===== config.mk =====
export PLATFORM = sky130hd
export DESIGN_NAME = refdiv_pfd_top
export DESIGN_NICKNAME = d
export VERILOG_FILES = /design/src/rtl/refpll_pkg.sv /design/src/rtl/refdiv_ratio_sel.sv /design/src/rtl/refdiv_counter.sv /design/src/rtl/pfd_core.sv /design/src/rtl/lock_det.sv /design/src/rtl/refdiv_pfd_top.sv
export SDC_FILE = /design/constraint.sdc
export NUM_CORES = 1
export LEC_CHECK = 0
export CORE_MARGIN = 5
export CORE_UTILIZATION = 55
export CTS_BUF_LIST = sky130_fd_sc_hd__clkbuf_16
export DETAILED_ROUTE_END_ITERATION = 8
export DONT_BUFFER_PORTS = 1
export HOLD_SLACK_MARGIN = 0.1
export PLACE_DENSITY_LB_ADDON = 0.12
export SETUP_SLACK_MARGIN = 0.02
export SYNTH_ARGS = -nofsm -noshare
export SYNTH_HDL_FRONTEND = slang
export SYNTH_HIERARCHICAL = 1
export SYNTH_SLANG_ARGS = --single-unit

===== constraint.sdc =====
create_clock -name clk_i -period 1.3 [get_ports clk_i]
set_clock_uncertainty 0.1 [all_clocks]
set_input_delay 0.195 -clock clk_i [delete_from_list [all_inputs] [get_ports clk_i]]
set_output_delay 0.195 -clock clk_i [all_outputs]
set_load 0.05 [all_outputs]

===== src/rtl/refpll_pkg.sv =====
package refpll_pkg;
  typedef enum logic [1:0] {
    RDIV_HI  = 2'd0,
    RDIV_LO  = 2'd1,
    RDIV_MID = 2'd2
  } rdiv_e;
endpackage


===== src/rtl/refdiv_ratio_sel.sv =====
module refdiv_ratio_sel
  import refpll_pkg::*;
(
  input  logic [2:0] mode_i,
  input  logic [1:0] rsel_i,
  output rdiv_e      sel_o
);
  always_comb begin
    sel_o = RDIV_HI;
    case (mode_i)
      3'd1, 3'd3: sel_o = RDIV_LO;
      3'd2:       sel_o = RDIV_MID;
      3'd4: begin
        if (!rsel_i[0])     sel_o = RDIV_MID;
        else if (rsel_i[1]) sel_o = RDIV_LO;
        else                sel_o = RDIV_HI;
      end
      default:    sel_o = RDIV_HI;
    endcase
  end
endmodule


===== src/rtl/refdiv_counter.sv =====
module refdiv_counter
  import refpll_pkg::*;
#(
  parameter int R_HI  = 1024,
  parameter int R_LO  = 512,
  parameter int R_MID = 640
) (
  input  logic  clk_i,
  input  logic  rst_ni,
  input  rdiv_e sel_i,
  output logic  tick_o
);
  localparam int R_MAX = (R_HI > R_MID) ? ((R_HI > R_LO) ? R_HI : R_LO)
                                        : ((R_MID > R_LO) ? R_MID : R_LO);
  localparam int R_MIN = (R_HI < R_MID) ? ((R_HI < R_LO) ? R_HI : R_LO)
                                        : ((R_MID < R_LO) ? R_MID : R_LO);
  localparam int CNT_W = $clog2(R_MAX);
  localparam int GAP_W = CNT_W + 1;
  localparam logic [CNT_W-1:0] LD_HI  = CNT_W'(R_HI - 1);
  localparam logic [CNT_W-1:0] LD_LO  = CNT_W'(R_LO - 1);
  localparam logic [CNT_W-1:0] LD_MID = CNT_W'(R_MID - 1);

  logic [CNT_W-1:0] cnt_q, cnt_d, load_val;

  always_comb begin
    case (sel_i)
      RDIV_LO:  load_val = LD_LO;
      RDIV_MID: load_val = LD_MID;
      default:  load_val = LD_HI;
    endcase
  end

  assign tick_o = (cnt_q == '0);

  // the new ratio is only sampled at terminal count
  always_comb begin
    if (tick_o) cnt_d = load_val;
    else        cnt_d = cnt_q - CNT_W'(1);
  end

  always_ff @(posedge clk_i or negedge rst_ni) begin
    if (!rst_ni) cnt_q <= '0;
    else         cnt_q <= cnt_d;
  end

  // period monitor for the assertion below
  logic [GAP_W-1:0] gap_q, gap_d;
  logic             seen_q;

  always_comb begin
    if (tick_o)                 gap_d = GAP_W'(1);
    else if (gap_q != '1)       gap_d = gap_q + GAP_W'(1);
    else                        gap_d = gap_q;
  end

  always_ff @(posedge clk_i or negedge rst_ni) begin
    if (!rst_ni) begin
      gap_q  <= '0;
      seen_q <= 1'b0;
    end else begin
      gap_q  <= gap_d;
      if (tick_o) seen_q <= 1'b1;
    end
  end

  AST_MIN_PERIOD: assert property (@(posedge clk_i) disable iff (!rst_ni)
    (tick_o && seen_q) |-> (gap_q >= GAP_W'(R_MIN)));
  AST_CNT_STEP: assert property (@(posedge clk_i) disable iff (!rst_ni)
    !tick_o |=> (cnt_q == $past(cnt_q) - CNT_W'(1)));
endmodule


===== src/rtl/pfd_core.sv =====
module pfd_core (
  input  logic clk_i,
  input  logic rst_ni,
  input  logic ref_tick_i,
  input  logic fb_i,
  output logic up_q,
  output logic dn_q,
  output logic active_o,
  output logic cmp_o
);
  logic up_set, dn_set, up_d, dn_d;

  assign up_set = up_q | ref_tick_i;
  assign dn_set = dn_q | fb_i;
  assign cmp_o  = up_set & dn_set;
  assign up_d   = up_set & ~cmp_o;
  assign dn_d   = dn_set & ~cmp_o;
  assign active_o = up_q | dn_q;

  always_ff @(posedge clk_i or negedge rst_ni) begin
    if (!rst_ni) begin
      up_q <= 1'b0;
      dn_q <= 1'b0;
    end else begin
      up_q <= up_d;
      dn_q <= dn_d;
    end
  end

  AST_PFD_EXCL: assert property (@(posedge clk_i) disable iff (!rst_ni)
    !(up_q && dn_q));
  AST_UP_SET: assert property (@(posedge clk_i) disable iff (!rst_ni)
    (ref_tick_i && !fb_i && !dn_q) |=> up_q);
  AST_DN_SET: assert property (@(posedge clk_i) disable iff (!rst_ni)
    (fb_i && !ref_tick_i && !up_q) |=> dn_q);
endmodule


===== src/rtl/lock_det.sv =====
module lock_det #(
  parameter int WIN_W    = 8,
  parameter int LOCK_CNT = 8
) (
  input  logic             clk_i,
  input  logic             rst_ni,
  input  logic             active_i,
  input  logic             cmp_i,
  input  logic [WIN_W-1:0] win_i,
  output logic             locked_o
);
  localparam int GC_W = $clog2(LOCK_CNT + 1);
  localparam logic [GC_W-1:0] GC_LAST = GC_W'(LOCK_CNT - 1);
  localparam logic [GC_W-1:0] GC_FULL = GC_W'(LOCK_CNT);

  logic [WIN_W-1:0] wcnt_q, wcnt_d;
  logic [GC_W-1:0]  gcnt_q, gcnt_d;
  logic             locked_q, locked_d;
  logic             good, bad;

  // width counter: cycles the current pulse has been high
  always_comb begin
    if (!active_i || cmp_i)  wcnt_d = '0;
    else if (wcnt_q != '1)   wcnt_d = wcnt_q + WIN_W'(1);
    else                     wcnt_d = wcnt_q;
  end

  assign bad  = active_i && (wcnt_q == win_i);
  assign good = cmp_i && (!active_i || (wcnt_q < win_i));

  always_comb begin
    gcnt_d   = gcnt_q;
    locked_d = locked_q;
    if (bad) begin
      gcnt_d   = '0;
      locked_d = 1'b0;
    end else if (good) begin
      if (gcnt_q != GC_FULL)  gcnt_d = gcnt_q + GC_W'(1);
      if (gcnt_q >= GC_LAST)  locked_d = 1'b1;
    end
  end

  always_ff @(posedge clk_i or negedge rst_ni) begin
    if (!rst_ni) begin
      wcnt_q   <= '0;
      gcnt_q   <= '0;
      locked_q <= 1'b0;
    end else begin
      wcnt_q   <= wcnt_d;
      gcnt_q   <= gcnt_d;
      locked_q <= locked_d;
    end
  end

  assign locked_o = locked_q;

  AST_LOCK_DROP: assert property (@(posedge clk_i) disable iff (!rst_ni)
    bad |=> !locked_q);
  AST_LOCK_RISE: assert property (@(posedge clk_i) disable iff (!rst_ni)
    $rose(locked_q) |-> $past(good));
endmodule


===== src/rtl/refdiv_pfd_top.sv =====
module refdiv_pfd_top
  import refpll_pkg::*;
#(
  parameter int R_HI     = 1024,
  parameter int R_LO     = 512,
  parameter int R_MID    = 640,
  parameter int WIN_W    = 8,
  parameter int LOCK_CNT = 8
) (
  input  logic             clk_i,
  input  logic             rst_ni,
  input  logic [2:0]       mode_sel_i,
  input  logic [1:0]       ratio_sel_i,
  input  logic             pump_off_i,
  input  logic             hi_current_i,
  input  logic [WIN_W-1:0] lock_win_i,
  input  logic             fb_pulse_i,
  output logic             up_o,
  output logic             dn_o,
  output logic             pump_en_o,
  output logic             hi_current_o,
  output logic             locked_o
);
  // reset: asserted asynchronously, released on the clock
  logic [1:0] rst_sync_q;
  logic       rst_n;

  always_ff @(posedge clk_i or negedge rst_ni) begin
    if (!rst_ni) rst_sync_q <= 2'b00;
    else         rst_sync_q <= {rst_sync_q[0], 1'b1};
  end
  assign rst_n = rst_sync_q[1];

  rdiv_e sel;
  logic  ref_tick, up_q, dn_q, active, cmp;

  refdiv_ratio_sel u_sel (
    .mode_i (mode_sel_i),
    .rsel_i (ratio_sel_i),
    .sel_o  (sel)
  );

  refdiv_counter #(.R_HI(R_HI), .R_LO(R_LO), .R_MID(R_MID)) u_div (
    .clk_i  (clk_i),
    .rst_ni (rst_n),
    .sel_i  (sel),
    .tick_o (ref_tick)
  );

  pfd_core u_pfd (
    .clk_i      (clk_i),
    .rst_ni     (rst_n),
    .ref_tick_i (ref_tick),
    .fb_i       (fb_pulse_i),
    .up_q       (up_q),
    .dn_q       (dn_q),
    .active_o   (active),
    .cmp_o      (cmp)
  );

  lock_det #(.WIN_W(WIN_W), .LOCK_CNT(LOCK_CNT)) u_lock (
    .clk_i    (clk_i),
    .rst_ni   (rst_n),
    .active_i (active),
    .cmp_i    (cmp),
    .win_i    (lock_win_i),
    .locked_o (locked_o)
  );

  assign pump_en_o    = ~pump_off_i;
  assign up_o         = up_q & pump_en_o;
  assign dn_o         = dn_q & pump_en_o;
  assign hi_current_o = hi_current_i;

  AST_OUT_EXCL: assert property (@(posedge clk_i) disable iff (!rst_n)
    !(up_o && dn_o));
endmodule


; ---- After elaboration in Yosys (flattened, before gate mapping)
; Cells that the tools add are included.
[totals]
inputBits = 18
ff_bits = 27
output_inout_bits = 5
[op_classes]
n_reduce_logical = 13
magnitude_cmp = 2
add_sub_neg = 3
n_eq_ne = 9
mux = 13
n_bitwise = 10
[ops]
columns = op, count
row1 = case mux 10 bit (2 select lines), 1
row2 = 2-to-1 mux 8 bit, 2
row3 = 2-to-1 mux 4 bit, 3
row4 = logical NOT 10 bit, 1
row5 = 2-to-1 mux 10 bit, 1
row6 = "subtractor 10 x 1 -> 10 bit, second input constant", 1
row7 = "adder 8 x 1 -> 8 bit, second input constant", 1
row8 = == test 8 bit, 1
row9 = < comparator 8 bit, 1
row10 = "inequality test 8 bit, second input constant", 1
row11 = nonzero test 2 bit, 4
row12 = "== test 3 x 2 -> 1 bit, second input constant", 2
row13 = case mux 2 bit (3 select lines), 1
row14 = bitwise AND 1 bit, 5
row15 = "adder 4 x 1 -> 4 bit, second input constant", 1
row16 = ">= comparator 4 x 3 -> 1 bit, second input constant", 1
row17 = 2-to-1 mux 1 bit, 4
row18 = "inequality test 4 bit, second input constant", 1
row19 = AND reduction 2 bit, 2
row20 = "== test 3 x 1 -> 1 bit, second input constant", 1
row21 = "== test 3 bit, second input constant", 1
row22 = OR 1 bit, 3
row23 = "== test 2 x 1 -> 1 bit, second input constant", 1
row24 = "== test 2 bit, second input constant", 1
row25 = 6 further kinds, 9

; ---- Longest topological paths before layout
; Gate-level depths: netlist of the first run.
[logic_depth]
word_depth = 6
mapped_depth = 11

; ---- By module
; The synthesis of the first run kept the hierarchy.
[modules_own_cells]
columns = mod, n_inst, area_each_um2, cells_each
row1 = lock_det, 1, 919.6, 103
row2 = refdiv_counter, 1, 490.5, 49
row3 = pfd_core, 1, 77.6, 8
row4 = refdiv_pfd_top, 1, 77.6, 7
row5 = refdiv_ratio_sel, 1, 38.8, 5

; ---- Worst setup path before layout of the first run
; No wires, ideal clock.
[synth_path]
path_type = register -> register
start = register u_div.cnt_q[3]
end = register u_lock.gcnt_q[0]
path_buffers = 0
arrival_ps = 2345
path_slack_ps = -1265
period_less_slack_ps = 2565
path_stages_with_launch = 11
cell_sequence = dfrtp_1 > nor3_1 > nand3b_1 > or3_2 > inv_1 > nor2_1 > nor2_1 > o21ai_2 > a311oi_4 > a211oi_1 > a31o_2
[synth_between]
elab_chain_len = 6
[synth_lines]
columns = item, line
row1 = from (decl), refdiv_counter.sv:23  ; logic [CNT_W-1:0] cnt_q, cnt_d, load_val;
row2 = from (signal assigned), refdiv_counter.sv:43  ; else cnt_q <= cnt_d;
row3 = logical NOT 10 bit, refdiv_counter.sv:33  ; assign tick_o = (cnt_q == '0);
row4 = via ref_tick, refdiv_pfd_top.sv:35  ; logic ref_tick, up_q, dn_q, active, cmp;
row5 = OR 1 bit, pfd_core.sv:13  ; assign up_set = up_q | ref_tick_i;
row6 = bitwise AND 1 bit, pfd_core.sv:15  ; assign cmp_o = up_set & dn_set;
row7 = via cmp, refdiv_pfd_top.sv:35
row8 = logical AND 1 bit, lock_det.sv:29  ; assign good = cmp_i && (!active_i || (wcnt_q < win_i));
row9 = nonzero test 2 bit (no source line), n/a
row10 = AND reduction 2 bit (no source line), n/a
row11 = to (signal assigned), lock_det.sv:50  ; gcnt_q <= gcnt_d;
row12 = to (decl), lock_det.sv:17  ; logic [GC_W-1:0] gcnt_q, gcnt_d;
; The timed path passes the listed nets, and every way through them passes these cells.
; A chain may end at the register's enable or synchronous reset.

; ---- Worst setup path in the final report of the first run
[layout_path]
start = register u_div.cnt_q[8]
end = register u_lock.gcnt_q[1]
; Same word-level chain as after synthesis.

==> results of run 1 <==
==> power by group through the flow <==
stage	Combinational, mW	Clock [mW]	Sequential (mW)
floorplan	0.684	0	1.28
global placement	1.20	0	1.19
detailed placement	1.28	0	1.20
CTS	1.32	0.697	1.18
global route	1.65	0.745	1.24
finish	1.52	0.693	1.22
==> worst max-delay path: stages, from the launching register on <==
cell      delay (ns)
dfrtp_1         0.42
or3_4           0.41
or3_4           0.36
inv_4           0.09
nor2_4          0.04
nor2_4          0.11
o21ai_4         0.08
a311oi_4        0.40
buf_4           0.20
nand4b_1        0.12
nand2_1         0.10
==> area by class of cell <==
class | instances | area [um^2]
Clock buffer | 3 | 75.07
Clock inverter | 1 | 5.005
Fill cell | 110 | 346.6
Inverter | 19 | 73.82
Multi-Input combinational cell | 123 | 1045
Sequential cell | 27 | 675.6
Tap cell | 31 | 38.79
Timing Repair Buffer | 61 | 521.8
==> synth_stat cells, types with 2 or more instances <==
master     n
dfrtp_1   27
nor2_1    20
inv_1     19
ha_1      12
nand2_1   12
a21oi_1   10
nor3_1     8
nand3_1    5
nand4_1    5
xnor2_1    4
xor2_1     4
nor2b_1    3
a211oi_1   2
a31o_2     2
a31oi_1    2
and3_1     2
nand2b_1   2
nand3b_1   2
nand4b_1   2
o21ai_0    2
o31ai_1    2
==> routing by layer <==
| metal | global-route usage | up-vias | part of all wire |
|---|---|---|---|
| li1 | - | 723 | - |
| met1 | 0.3136 | 825 | 0.39 |
| met2 | 0.4698 | 91 | 0.52 |
| met3 | 0.05954 | 20 | 0.059 |
| met4 | 0.1221 | 0 | 0.034 |
| met5 | 0 | - | 0 |
==> registers in the layout (all words and copies together) (netlist names) <==
signal / count
u_div/cnt_q: 10
u_lock/wcnt_q: 8
u_lock/gcnt_q: 4
rst_sync_q: 2
u_lock/locked_o: 1
u_pfd/dn_q: 1
u_pfd/up_q: 1
==> through the flow <==
| stage | TNS [ns] | util | hold slack, ns | total power, mW | setup WS [ns] |
|---|---|---|---|---|---|
| floorplan | -10.49 | - | -0.2006 | 1.966 | -1.010 |
| global route | -17.73 | 0.8754 | 0.1990 | 3.638 | -1.270 |
| finish | -16.39 | 0.8754 | 0.1527 | 3.435 | -1.196 |
| detailed placement | -12.27 | 0.7161 | -0.2005 | 2.475 | -1.043 |
| CTS | -13.68 | 0.8349 | 0.1529 | 3.203 | -1.004 |
| global placement | -11.73 | 0.7161 | -0.2005 | 2.385 | -0.9996 |
==> kinds of logic after synthesis <==
family,count (synthesis),share of synthesized area
AOI/OAI and AO/OA,28,0.1311
buffers and inverters,22,0.05850
adders and majority gates,12,0.09360
muxes,1,0.006240
DFF,27,0.4212
other,1,0.002338
and+or+nand+nor,73,0.2434
xor gates and xnor gates,8,0.04368
==> what timing repair did <==
item,in CTS,in global routing
resized for setup,21,31
pin swaps,10,17
hold endpoints to repair,3,0
hold buffers,3,0
setup buffers,19,8
endpoints found under the setup margin,24,25
==> how the worst max path moves through the flow <==
| stage | from | to | slack (ns) | cells past startpoint |
|---|---|---|---|---|
| final | u_div/cnt_q[8] | u_lock/gcnt_q[1] | -1.20 | 10 |
| after global routing | u_div/cnt_q[2] | u_lock/gcnt_q[1] | -1.27 | 11 |
| after CTS | u_div/cnt_q[8] | u_lock/gcnt_q[0] | -1.00 | 9 |
| after detailed placement | u_div/cnt_q[8] | u_lock/gcnt_q[0] | -1.04 | 9 |
| after global placement | u_div/cnt_q[8] | u_lock/gcnt_q[0] | -1.0 | 9 |
| after floorplan | u_div/cnt_q[7] | u_lock/gcnt_q[0] | -1.01 | 9 |
==> impl_results.md, run 1 <==
- Most frequent cells in the layout: buf_4 (45), dfrtp_1 (27), inv_1 (17), nor2_1 (13)
- TritonCTS clock tree: done
- Overall Global Routing Usage: 0.2698
- Fin crit period: roughly 2.5 ns
- Min-Delay Path Class: register to asynchronous set/reset pin
- Data arrival time of the critical path: 2.59 ns
- CTS Root Cell: clkbuf_16
- Leakage: about 1.1 nW
- First-pass GRT wire length: around 8600 um
- H-tree Lvls: 1
- Core box area: roughly 2800 um^2
- Final WL: between 5000 and 6000 um
- Avg Inst Size Synth: between 9 and 10 um^2
- CP Data Required Time: around 1.4 ns
- Reg2reg end: u_lock/gcnt_q[1]
- Pins Over Slew Limit: 0
- Post-synth ARST share: 1.000
- Final Non-Filler Cells: approximately 270
- Largest area contributor in the synthesized netlist: dfrtp_1
- Clock Latency Late Sink: 0.26 ns
- Sw Ratio: 0.3828
- Number of synthesized flops with an enable pin: 0
- Failing checks: setup timing
- Fin area: 2435 um^2
- Final-stage net count: roughly 270
- Width of the die: roughly 64 um
- Power density over the cells: about 1400 nW/um^2
- Clk slew on worst S/H paths: around 0.070 ns
- Post-synthesis sequential area ratio: 0.4212
- Maximum vdd drop: about 1.6 mV
- Remaining global-route overflow: 0
- R2R setup slack: -1.20 ns
- Die Height: roughly 64 um
- Via count: between 1500 and 2000
- Clock power share: 0.202
- RR Startpoint: u_div/cnt_q[8]
- Number of global-route vias before repair: between 1500 and 2000
- Syn Nets: between 200 and 250
- Largest net degree at the start of global routing: 26
- DR iter-0 viols: around 140
- Maximum root-to-sink buffer count: 2
- Syn Std Cell Area: between 1500 and 2000 um^2
- WS Path Type: register to register
- ANT cells: 0
- Antenna violations before repair: 0
- Total of max-cap violations: 0
- Setup WS post-layout: -1.196 ns
- TritonRoute pass-1 iters: 4
- Final count of hold timing violations: 0
- Cells after Synth: 172
- Vias per inst: roughly 6.3
- Top-area cell type share of the netlist area: 0.4212
- Ports: 23
- Logic pwr share: 0.443
- Final Cycle Share: 1.920
- Layout cells sized above 1: 0.4359
- FF+latch count, synth: 27
- PortBufs: 0
- HPWL Detailed: about 2800 um
- CP max FO: 5
- DRC errors left: 0
- Top cells by area, synth: dfrtp_1 (42%), ha_1 (9.4%), nor2_1 (4.7%)
- Area growth, synth to finish: 51.79%
- Detail Route Antenna Nets: 0
- Post-placement cell count: ~250
- Worst R2R Path Depth: 10
- Most common cell after layout, fill and taps aside: buf_4
- DR WL/cell: approximately 22 um
- Fraction of power consumed by sequential logic: 0.355
- Setup Viol. Count Final: 24
- Syn. warnings: 6
- Placer congestion estimate: approximately 0.82
- Run status: finished with violations
- FP Rows: 19
- Crit. End Element: register
- Worst slew margin: 0.6589
- DP Area: approximately 2000 um^2
- CTS Buf Count: 3
- Startpoint Class: register
- RSZ-0062 raised after global routing: true
- Distinct cell type count of the synthesized netlist: between 40 and 50
- Internal: ~2.1 mW
- Slew @ Worst Pin: slightly above 0.5 ns
- Initial Util: 0.5767
- Die area: between 4000 and 5000 um^2
- CTS Sinks: 27
- Primary FF master, synth: dfrtp_1
- Net Sw Power: between 1 and 1.5 mW
- F_max: 400.6 MHz
Power figures use the tool's default switching activity.
==> run 2, diff against run 1 <==
--- a/config.mk
+++ b/config.mk
@@ -5,6 +5,7 @@
 export SDC_FILE = /design/constraint.sdc
 export NUM_CORES = 1
 export LEC_CHECK = 0
+export CAP_MARGIN = 40
 export CORE_MARGIN = 5
 export CORE_UTILIZATION = 55
 export CTS_BUF_LIST = sky130_fd_sc_hd__clkbuf_16
==> results of run 2 <==
Same layout as run 1: the final DEF is identical, and so are final timing and power.
==> run 3, diff against run 2 <==
--- a/config.mk
+++ b/config.mk
@@ -5,7 +5,7 @@
 export SDC_FILE = /design/constraint.sdc
 export NUM_CORES = 1
 export LEC_CHECK = 0
-export CAP_MARGIN = 40
+export CAP_MARGIN = 30
 export CORE_MARGIN = 5
 export CORE_UTILIZATION = 55
 export CTS_BUF_LIST = sky130_fd_sc_hd__clkbuf_16
==> results of run 3 <==
Same layout as run 1: the final DEF is identical, and so are final timing and power.
